[src/rtl/dsadc_pkg.sv]
package dsadc_pkg;
  typedef enum logic [1:0] {
    PH_ZERO = 2'd0,
    PH_UP   = 2'd1,
    PH_DOWN = 2'd2
  } phase_t;
endpackage

[src/rtl/dsadc_sync.sv]
module dsadc_sync #(
  parameter int   STAGES  = 2,
  parameter logic RST_VAL = 1'b0
) (
  input  logic clk,
  input  logic rst_n,
  input  logic d_i,
  output logic q_o
);
  logic [STAGES-1:0] chain_q;

  generate
    for (genvar g = 0; g < STAGES; g++) begin : g_stage
      always_ff @(posedge clk or negedge rst_n) begin
        if (!rst_n) begin
          chain_q[g] <= RST_VAL;
        end else if (g == 0) begin
          chain_q[g] <= d_i;
        end else begin
          chain_q[g] <= chain_q[(g == 0) ? 0 : g-1];
        end
      end
    end
  endgenerate

  assign q_o = chain_q[STAGES-1];
endmodule

[src/rtl/dsadc_cnt.sv]
module dsadc_cnt #(
  parameter int W = 8
) (
  input  logic         clk,
  input  logic         rst_n,
  input  logic         clr_i,
  input  logic         en_i,
  output logic [W-1:0] q_o,
  output logic         max_o
);
  logic [W-1:0] cnt_d, cnt_q;

  always_comb begin
    cnt_d = cnt_q;
    if (clr_i)     cnt_d = '0;
    else if (en_i) cnt_d = cnt_q + 1'b1;
  end

  always_ff @(posedge clk or negedge rst_n) begin
    if (!rst_n) cnt_q <= '0;
    else        cnt_q <= cnt_d;
  end

  assign q_o   = cnt_q;
  assign max_o = &cnt_q;
endmodule

[src/rtl/dsadc_seq.sv]
module dsadc_seq
  import dsadc_pkg::*;
#(
  parameter int N = 8
) (
  input  logic         clk,
  input  logic         rst_n,
  input  logic         start_i,
  input  logic         cmp_neg_i,
  output logic         az_sw_o,
  output logic         in_sel_o,
  output logic         ref_sel_o,
  output logic [N-1:0] result_o,
  output logic         eoc_o,
  output logic         ovr_o
);
  localparam logic [N-1:0] FULL = {N{1'b1}};

  logic         rst_s_n;
  logic         neg_s;
  logic [N-1:0] cnt;
  logic         cnt_max;
  logic         cnt_clr, cnt_en;
  phase_t       ph_d, ph_q;
  logic [N-1:0] res_d, res_q;
  logic         eoc_d, eoc_q, ovr_d, ovr_q;
  logic         res_en;

  // reset: asserted asynchronously, released on a clock edge
  dsadc_sync #(.STAGES(2), .RST_VAL(1'b0)) u_rst_sync (
    .clk(clk), .rst_n(rst_n), .d_i(1'b1), .q_o(rst_s_n)
  );

  dsadc_sync #(.STAGES(2), .RST_VAL(1'b0)) u_cmp_sync (
    .clk(clk), .rst_n(rst_s_n), .d_i(cmp_neg_i), .q_o(neg_s)
  );

  dsadc_cnt #(.W(N)) u_cnt (
    .clk(clk), .rst_n(rst_s_n), .clr_i(cnt_clr), .en_i(cnt_en),
    .q_o(cnt), .max_o(cnt_max)
  );

  // next-state logic
  always_comb begin
    ph_d    = ph_q;
    res_d   = res_q;
    eoc_d   = eoc_q;
    ovr_d   = ovr_q;
    res_en  = 1'b0;
    cnt_clr = 1'b0;
    cnt_en  = 1'b0;
    unique case (ph_q)
      PH_ZERO: begin
        if (start_i) begin
          ph_d    = PH_UP;
          cnt_clr = 1'b1;
          eoc_d   = 1'b0;
          ovr_d   = 1'b0;
        end
      end
      PH_UP: begin
        cnt_en = 1'b1;               // wraps to zero after 2^N clocks
        if (cnt_max) ph_d = PH_DOWN;
      end
      PH_DOWN: begin
        if (!neg_s) begin
          ph_d   = PH_ZERO;
          res_en = 1'b1;
          res_d  = cnt;
          eoc_d  = 1'b1;
        end else if (cnt_max) begin
          ph_d   = PH_ZERO;
          res_en = 1'b1;
          res_d  = FULL;
          eoc_d  = 1'b1;
          ovr_d  = 1'b1;
        end else begin
          cnt_en = 1'b1;
        end
      end
      default: ph_d = PH_ZERO;
    endcase
  end

  // registers
  always_ff @(posedge clk or negedge rst_s_n) begin
    if (!rst_s_n) begin
      ph_q  <= PH_ZERO;
      res_q <= '0;
      eoc_q <= 1'b0;
      ovr_q <= 1'b0;
    end else begin
      ph_q  <= ph_d;
      eoc_q <= eoc_d;
      ovr_q <= ovr_d;
      if (res_en) res_q <= res_d;
    end
  end

  assign az_sw_o   = (ph_q == PH_ZERO);
  assign in_sel_o  = (ph_q == PH_UP);
  assign ref_sel_o = (ph_q == PH_DOWN);
  assign result_o  = res_q;
  assign eoc_o     = eoc_q;
  assign ovr_o     = ovr_q;


  sw_excl_chk: assert property (@(posedge clk) disable iff (!rst_s_n)
    $onehot0({az_sw_o, in_sel_o, ref_sel_o}));


  runup_end_chk: assert property (@(posedge clk) disable iff (!rst_s_n)
    (in_sel_o && cnt_max) |=> (ref_sel_o && cnt == '0));


  ovr_sat_chk: assert property (@(posedge clk) disable iff (!rst_s_n)
    $rose(ovr_o) |-> (result_o == FULL && eoc_o));


  hold_chk: assert property (@(posedge clk) disable iff (!rst_s_n)
    (eoc_o && !start_i) |=> (eoc_o && $stable(result_o) && $stable(ovr_o)));


  start_ignore_chk: assert property (@(posedge clk) disable iff (!rst_s_n)
    (in_sel_o && start_i && !cnt_max) |=> in_sel_o);


  eoc_idle_chk: assert property (@(posedge clk) disable iff (!rst_s_n)
    $rose(eoc_o) |-> (az_sw_o && $past(ref_sel_o)));
endmodule

[config.mk]
export PLATFORM = sky130hd
export DESIGN_NAME = dsadc_seq
export DESIGN_NICKNAME = d
export VERILOG_FILES = /design/src/rtl/dsadc_pkg.sv /design/src/rtl/dsadc_sync.sv /design/src/rtl/dsadc_cnt.sv /design/src/rtl/dsadc_seq.sv
export SDC_FILE = /design/constraint.sdc
export NUM_CORES = 1
export LEC_CHECK = 0
export BUFFER_PORTS_ARGS = -buffer_cell sky130_fd_sc_hd__buf_2
export CAP_MARGIN = 20
export CORE_UTILIZATION = 50
export CTS_BUF_LIST = sky130_fd_sc_hd__clkbuf_8
export DETAILED_ROUTE_END_ITERATION = 12
export PLACE_DENSITY = 0.75
export SYNTH_ARGS = -nofsm -noshare
export SYNTH_HDL_FRONTEND = slang
export SYNTH_SLANG_ARGS = --single-unit
[constraint.sdc]
create_clock -name clk -period 0.8 [get_ports clk]
set_input_delay 0.04 -clock clk [delete_from_list [all_inputs] [get_ports clk]]
set_output_delay 0.04 -clock clk [all_outputs]
set_load 0.01 [all_outputs]
# Word-level counts from Yosys, hierarchy flattened
# Cells that the tools add are included.
# totals
regBits	24
latch_bits	0
ramBits	0
mem_bits_ro	0
inputBits	4
out_inout_bits	13
word_cells	49
n_memories	0
# op_classes
addsub	1
multipliers	0
div_mod_pow	0
order_cmp	0
n_eq_ne	8
shifts	0
n_mux	23
bitwise	0
reduce_logical	8
# ops
cell	n
8-bit 2-to-1 mux	4
1-bit 2-to-1 mux	11
3-bit AND reduction	3
8-bit by 1-bit adder with 8-bit output, second input constant	1
2-bit 2-to-1 mux	4
8-bit AND reduction	1
2-bit by 1-bit inequality test with 1-bit output, second input constant	3
1-bit case mux with 2 select lines	3
2-bit case mux with 3 select lines	1
2-bit inequality test, second input constant	2
4-bit AND reduction	1
2-bit nonzero test	2
3-bit inequality test, second input constant	1
2-bit by 1-bit == test with 1-bit output, second input constant	1
2-bit == test, second input constant	1
2-bit zero test	1

# Depth between registers and ports, before layout
# depth
ltp_word	6
mapped_depth	6
depth_no_buf	6

# Cells and area by module
# From an unflattened synthesis, not the netlist that was laid out.
# unflattened
hier_cells	94
area_unflattened_um2	1081.0
# modules_own_cells
module	n_inst	cells_each	area_per_inst_um2	seq_area_each_um2
dsadc_seq	1	51	584.3	300.3
dsadc_cnt	1	39	396.6	200.2
dsadc_sync	2	2	50.0	50.0

# Least setup slack after synthesis
# No wires, ideal clock.
# synth_path
kind	register to register
from	register ph_q[0]
to	register u_cnt.cnt_q[6] (netlist: u_cnt.q_o[6])
setup_ps	78
t_arrival_ps	1591
t_required_ps	722
path_slack_ps	-868
stages_incl_launch_ff	7
n_path_buf	0
period_less_slack_ps	1668
path_cell_list	dfrtp_1 -> inv_1 -> ha_1 -> a21o_2 -> o211ai_2 -> or4_1 -> a21oi_1
# synth_between
elab_chain_len	3
elab_cells_between_ends	7
cone_classes	2 x eq/ne; 3 x mux; 2 x reduce/logical
# synth_lines
item	line_no	rtl
start, declared	dsadc_seq.sv:24	phase_t ph_d, ph_q;
start signal, assigned	dsadc_seq.sv:93	ph_q <= ph_d;
2-bit == test	-	
net ref_sel_o	dsadc_seq.sv:12	output logic ref_sel_o,
1-bit case mux with 2 select lines	dsadc_seq.sv:52	unique case (ph_q)
2-bit nonzero test (no line)	-	
end signal, assigned	dsadc_cnt.sv:21	else cnt_q <= cnt_d;
end, declared	dsadc_cnt.sv:11	logic [W-1:0] cnt_d, cnt_q;
# The timed path passes the listed nets, and every way through them passes these cells.
# A chain may end at the register's enable or synchronous reset.

# Worst setup path after layout
# layout_path
from	register ph_q[0]
to	register u_cnt.cnt_q[6] (netlist: u_cnt.q_o[6])
# layout_between
elab_chain_len	3
elab_cells_between_ends	7
cone_classes	2 x eq/ne; 3 x mux; 2 x reduce/logical
# layout_lines
item	line_no
2-bit == test, or another cell as far along	dsadc_seq.sv:52
1-bit case mux with 2 select lines / 1-bit 2-to-1 mux (equally long branches)	dsadc_seq.sv:52
2-bit nonzero test (no line) / 8-bit 2-to-1 mux (equally long branches)	-
# Parallel ways exist; a longest one is shown, timed or not.

==> summary.txt <==
Floorplanning
  – Placement row count: 16
  – Initial standard-cell utilization of the core: 53.85%
  – Die area: 2323 sq um
  – Width of the die: approximately 48 um
  – Area of the core: roughly 2000 sq um
  – Height of the chip: ~48 um
  – IO Pins: 17

Logic synthesis
  – Cell type contributing the most total cell area after synthesis: dfrtp_1
  – Area share of xor/xnor cells in the synthesized design: between 2 and 2.5%
  – Largest family of logic cells by synthesized area: compound AO/OA/AOI/OAI gates
  – Synthesized instance count: 90
  – Warnings, synthesis: 0
  – Top post-synthesis cells by area: dfrtp_1, o22a_1, ha_1
  – Proportion of netlist area held by the largest area contributor: around 56%
  – Syn_nets: 98
  – Compound-Gate Fraction of Synth Area: between 20% and 30%
  – Fraction of synthesized area in multiplexers: 1.993%
  – Share of synthesized cell area in full adder, half adder and majority cells: 4.689%
  – Count of unique library cells instantiated by Yosys: 32
  – Share of the yosys chip area belonging to registers: 56.27%
  – Simple-Gate Fraction of Synth Area: between 10% and 20%
  – Synthesized area per cell: 11.86 sq um
  – Number of storage elements in the synthesis netlist: 24
  – Mapped cell area: about 1100 sq um

Power
  – Leakage Power: about 0.73 nW
  – Total Power Consumption: between 5 and 6 mW
  – IR Drop Worst-Case VDD: roughly 2300 uV
  – PD cells: 3264 nW/um^2

STA
  – Final slew viol count: 0
  – Number of endpoints failing setup at the final stage: 33
  – Final hold violation count: 0
  – Maximum frequency from static timing analysis: 611.4 MHz
  – Setup slack of the critical path after layout: -0.8357 ns
  – Unrepaired setup endpoints after global routing: true
  – Final Skew: 0.001066 ns
  – Clock period minus final worst setup slack: 1.636 ns
  – Share of the clock period used by the worst path: 204.5%

Finish
  – Fraction of layout cells with a size suffix above 1: just over 50%
  – Area grow syn2layout: 50.41%
  – Final-stage net count: 144
  – Filler Cell Count: ~100
  – Leading cell types in the layout, fill and taps excluded: dfrtp_1, buf_4, buf_2, buf_6, o22a_1
  – Commonest non-fill, non-tap cell in the layout: dfrtp_1
  – Final instance area: ~1600 sq um
  – Antenna diode count: 0

Critical path
  – Worst path cell trace: inv_4 > ha_4 > a21o_4 > o211ai_4 > or4_4 > a21oi_2
  – Critical path fanouts, max: 6
  – Startpoint of the most critical setup path: ph_q[0]
  – CP max stage cell: dfrtp_2
  – Critical path launch point type: register
  – Slack of the worst reg-to-reg path: -0.84 ns
  – Kind of critical path: reg2reg
  – Delay of the slowest cell on the worst path: around 0.46 ns
  – Required time reported for the critical path endpoint: 1.00 ns
  – Worst flop-to-flop path startpoint: ph_q[0]
  – Number of cells on the critical path: 6
  – Capture point of the worst reg-to-reg path: u_cnt.q_o[6]
  – Endpoint type of the worst setup path: register
  – Data arrival, critical path: 1.84 ns
  – Endpoint of the worst setup timing path: u_cnt.q_o[6]
  – Count of buffer and inverter cells on the critical path: 1
  – Dominant delay contributor by cell family on the critical path: flip-flops
  – R2R cell count: 6

Clock tree
  – Clock root buffer master: clkbuf_8
  – Number of buffers added by the clock tree synthesis step: 3
  – Maximum buffer depth of the clock tree: 2
  – Clock latency at the later pin of the worst-skew pair: 0.27 ns
  – CTS HTree Levels: 1
  – Post-CTS clock slew at the launch and capture registers of the worst setup and hold paths: about 0.080 ns
  – CTS tree: yes
  – Number of sinks on the clock net: 24

Place
  – Gp weighted congestion: about 0.8
  – Cell area reported after detailed placement: about 1400 sq um
  – Worst slack at placement: -0.8193 ns
  – Number of port buffers: 16
  – Half-perimeter wire length after placement: about 1.7 mm

Routing
  – Post-route ant nets: 0
  – Avg Vias per Cell: 5.770
  – First DRT Iteration DRCs: 26
  – DR DRC count: 0
  – Routed wire length: roughly 2.9 mm
  – DR pass1 iterations: 4
  – WL/cell: around 18 um
  – Vias after detailed routing: between 900 and 1000

Status
  – Violated checks: setup timing
  – Status: finished, violations left

Global route
  – Antenna violations before repair: 0
  – Fraction of met3 tracks used by global routing: around 5.6%
  – Met1 Track Usage GR: 28.81%
  – Largest net degree at the start of global routing: 23
  – Met2 track utilization from global routing: a little over two fifths
  – Residual overflow from global routing: 0
  – Tot GR Track Use: approximately a quarter
  – Global-route wire length before repair: 3.788 mm
  – Vias in the first global route: just under 900
  – GR peak layer: met2

Worst hold path
  – Worst Hold Class: in2async

Job
  – Maximum capacitance violations: 0
-- state kept, by name, indices dropped and copies added (netlist names) --
signal,cells
u_cmp_sync.q_o,1
ovr_o,1
ph_q,2
eoc_o,1
u_cnt.q_o,8
u_rst_sync.chain_q,1
u_rst_sync.q_o,1
result_o,8
u_cmp_sync.chain_q,1
-- area by class of cell --
cell class,count,area [sq um],share of cell area [%]
Clock buffer,3,41.29,2.572
Tap cell,27,33.78,2.104
Sequential cell,24,601.8,37.49
Timing Repair Buffer,43,352.8,21.98
Multi-Input combinational cell,61,561.8,35.00
Inverter,3,13.76,0.8574
-- cells by family (layout without fill, tap and decap cells) --
family	count (synthesis)	in the layout
AOI/OAI and AO/OA	30	30
DFF	24	24
and+or+nand+nor	20	21
buffers and inverters	6	49
adders and majority gates	4	4
xor gates and xnor gates	3	3
muxes	2	2
other	1	1
-- cell usage after synthesis --
cell and count:
xor2_1 3, nand2_1 2, o21ai_0 7, nand4_2 1, o21ai_2 1, o31ai_1 1, nand4b_1 1, inv_1 3
mux2_2 1, buf_1 2, nand3_2 1, or4_1 1, o211ai_2 1, a2bb2oi_1 1, o22a_2 1, or3_1 3
o2111ai_2 1, dfrtp_1 24, mux2i_1 1, nor2_1 5, and2_1 2, ha_1 4, a21oi_1 7, conb_1 1
a21o_2 1, nand4_1 1, a31oi_1 1, and3_1 1, o2111ai_1 1, nand2b_1 2, o22a_1 7, buf_4 1
-- stage by stage --
stage	utilization [%]	TNS [ns]	hold WS (ns)	std cells
CTS	76.39	-15.05	0.1004	159
global route	81.00	-16.81	0.1286	161
detailed placement	70.08	-15.15	-0.1728	150
floorplan	-	-11.58	-0.2556	90
finish	81.00	-15.79	0.1115	161
global placement	70.08	-14.10	-0.1749	150
-- layer usage --
metal	vias up	wire, um	part of all wire [%]
li1	423	-	-
met4	0	95	3.2
met1	457	1156	39
met5	-	0	0
met3	12	130	4.4
met2	37	1545	53
-- how the worst min path moves through the flow --
stage	depth (start not counted)	slack, ns	end
floorplan	0	-0.26	u_rst_sync.chain_q[0]
global placement	1	-0.17	u_rst_sync.chain_q[0]
detailed placement	1	-0.17	u_rst_sync.chain_q[0]
CTS	2	0.10	u_rst_sync.q_o
global route	2	0.13	u_rst_sync.chain_q[0]
finish	2	0.11	u_rst_sync.q_o
-- report_power, final --
part	internal (mW)	switching (mW)
Sequential	1.55	0.233
Clock	0.338	0.368
Combinational	1.50	1.25
-- what timing repair did --
item / CTS / global route
buffers inserted: 3 / 2
gates resized for setup: 9 / 16
cloned: 1 / 0
pin swaps: 5 / 7
hold buffers: 2 / 0
hold endpoints to repair: 3 / 0
endpoints found under the setup margin: 33 / 33
Note: power is estimated with default switching activity, not from simulation.
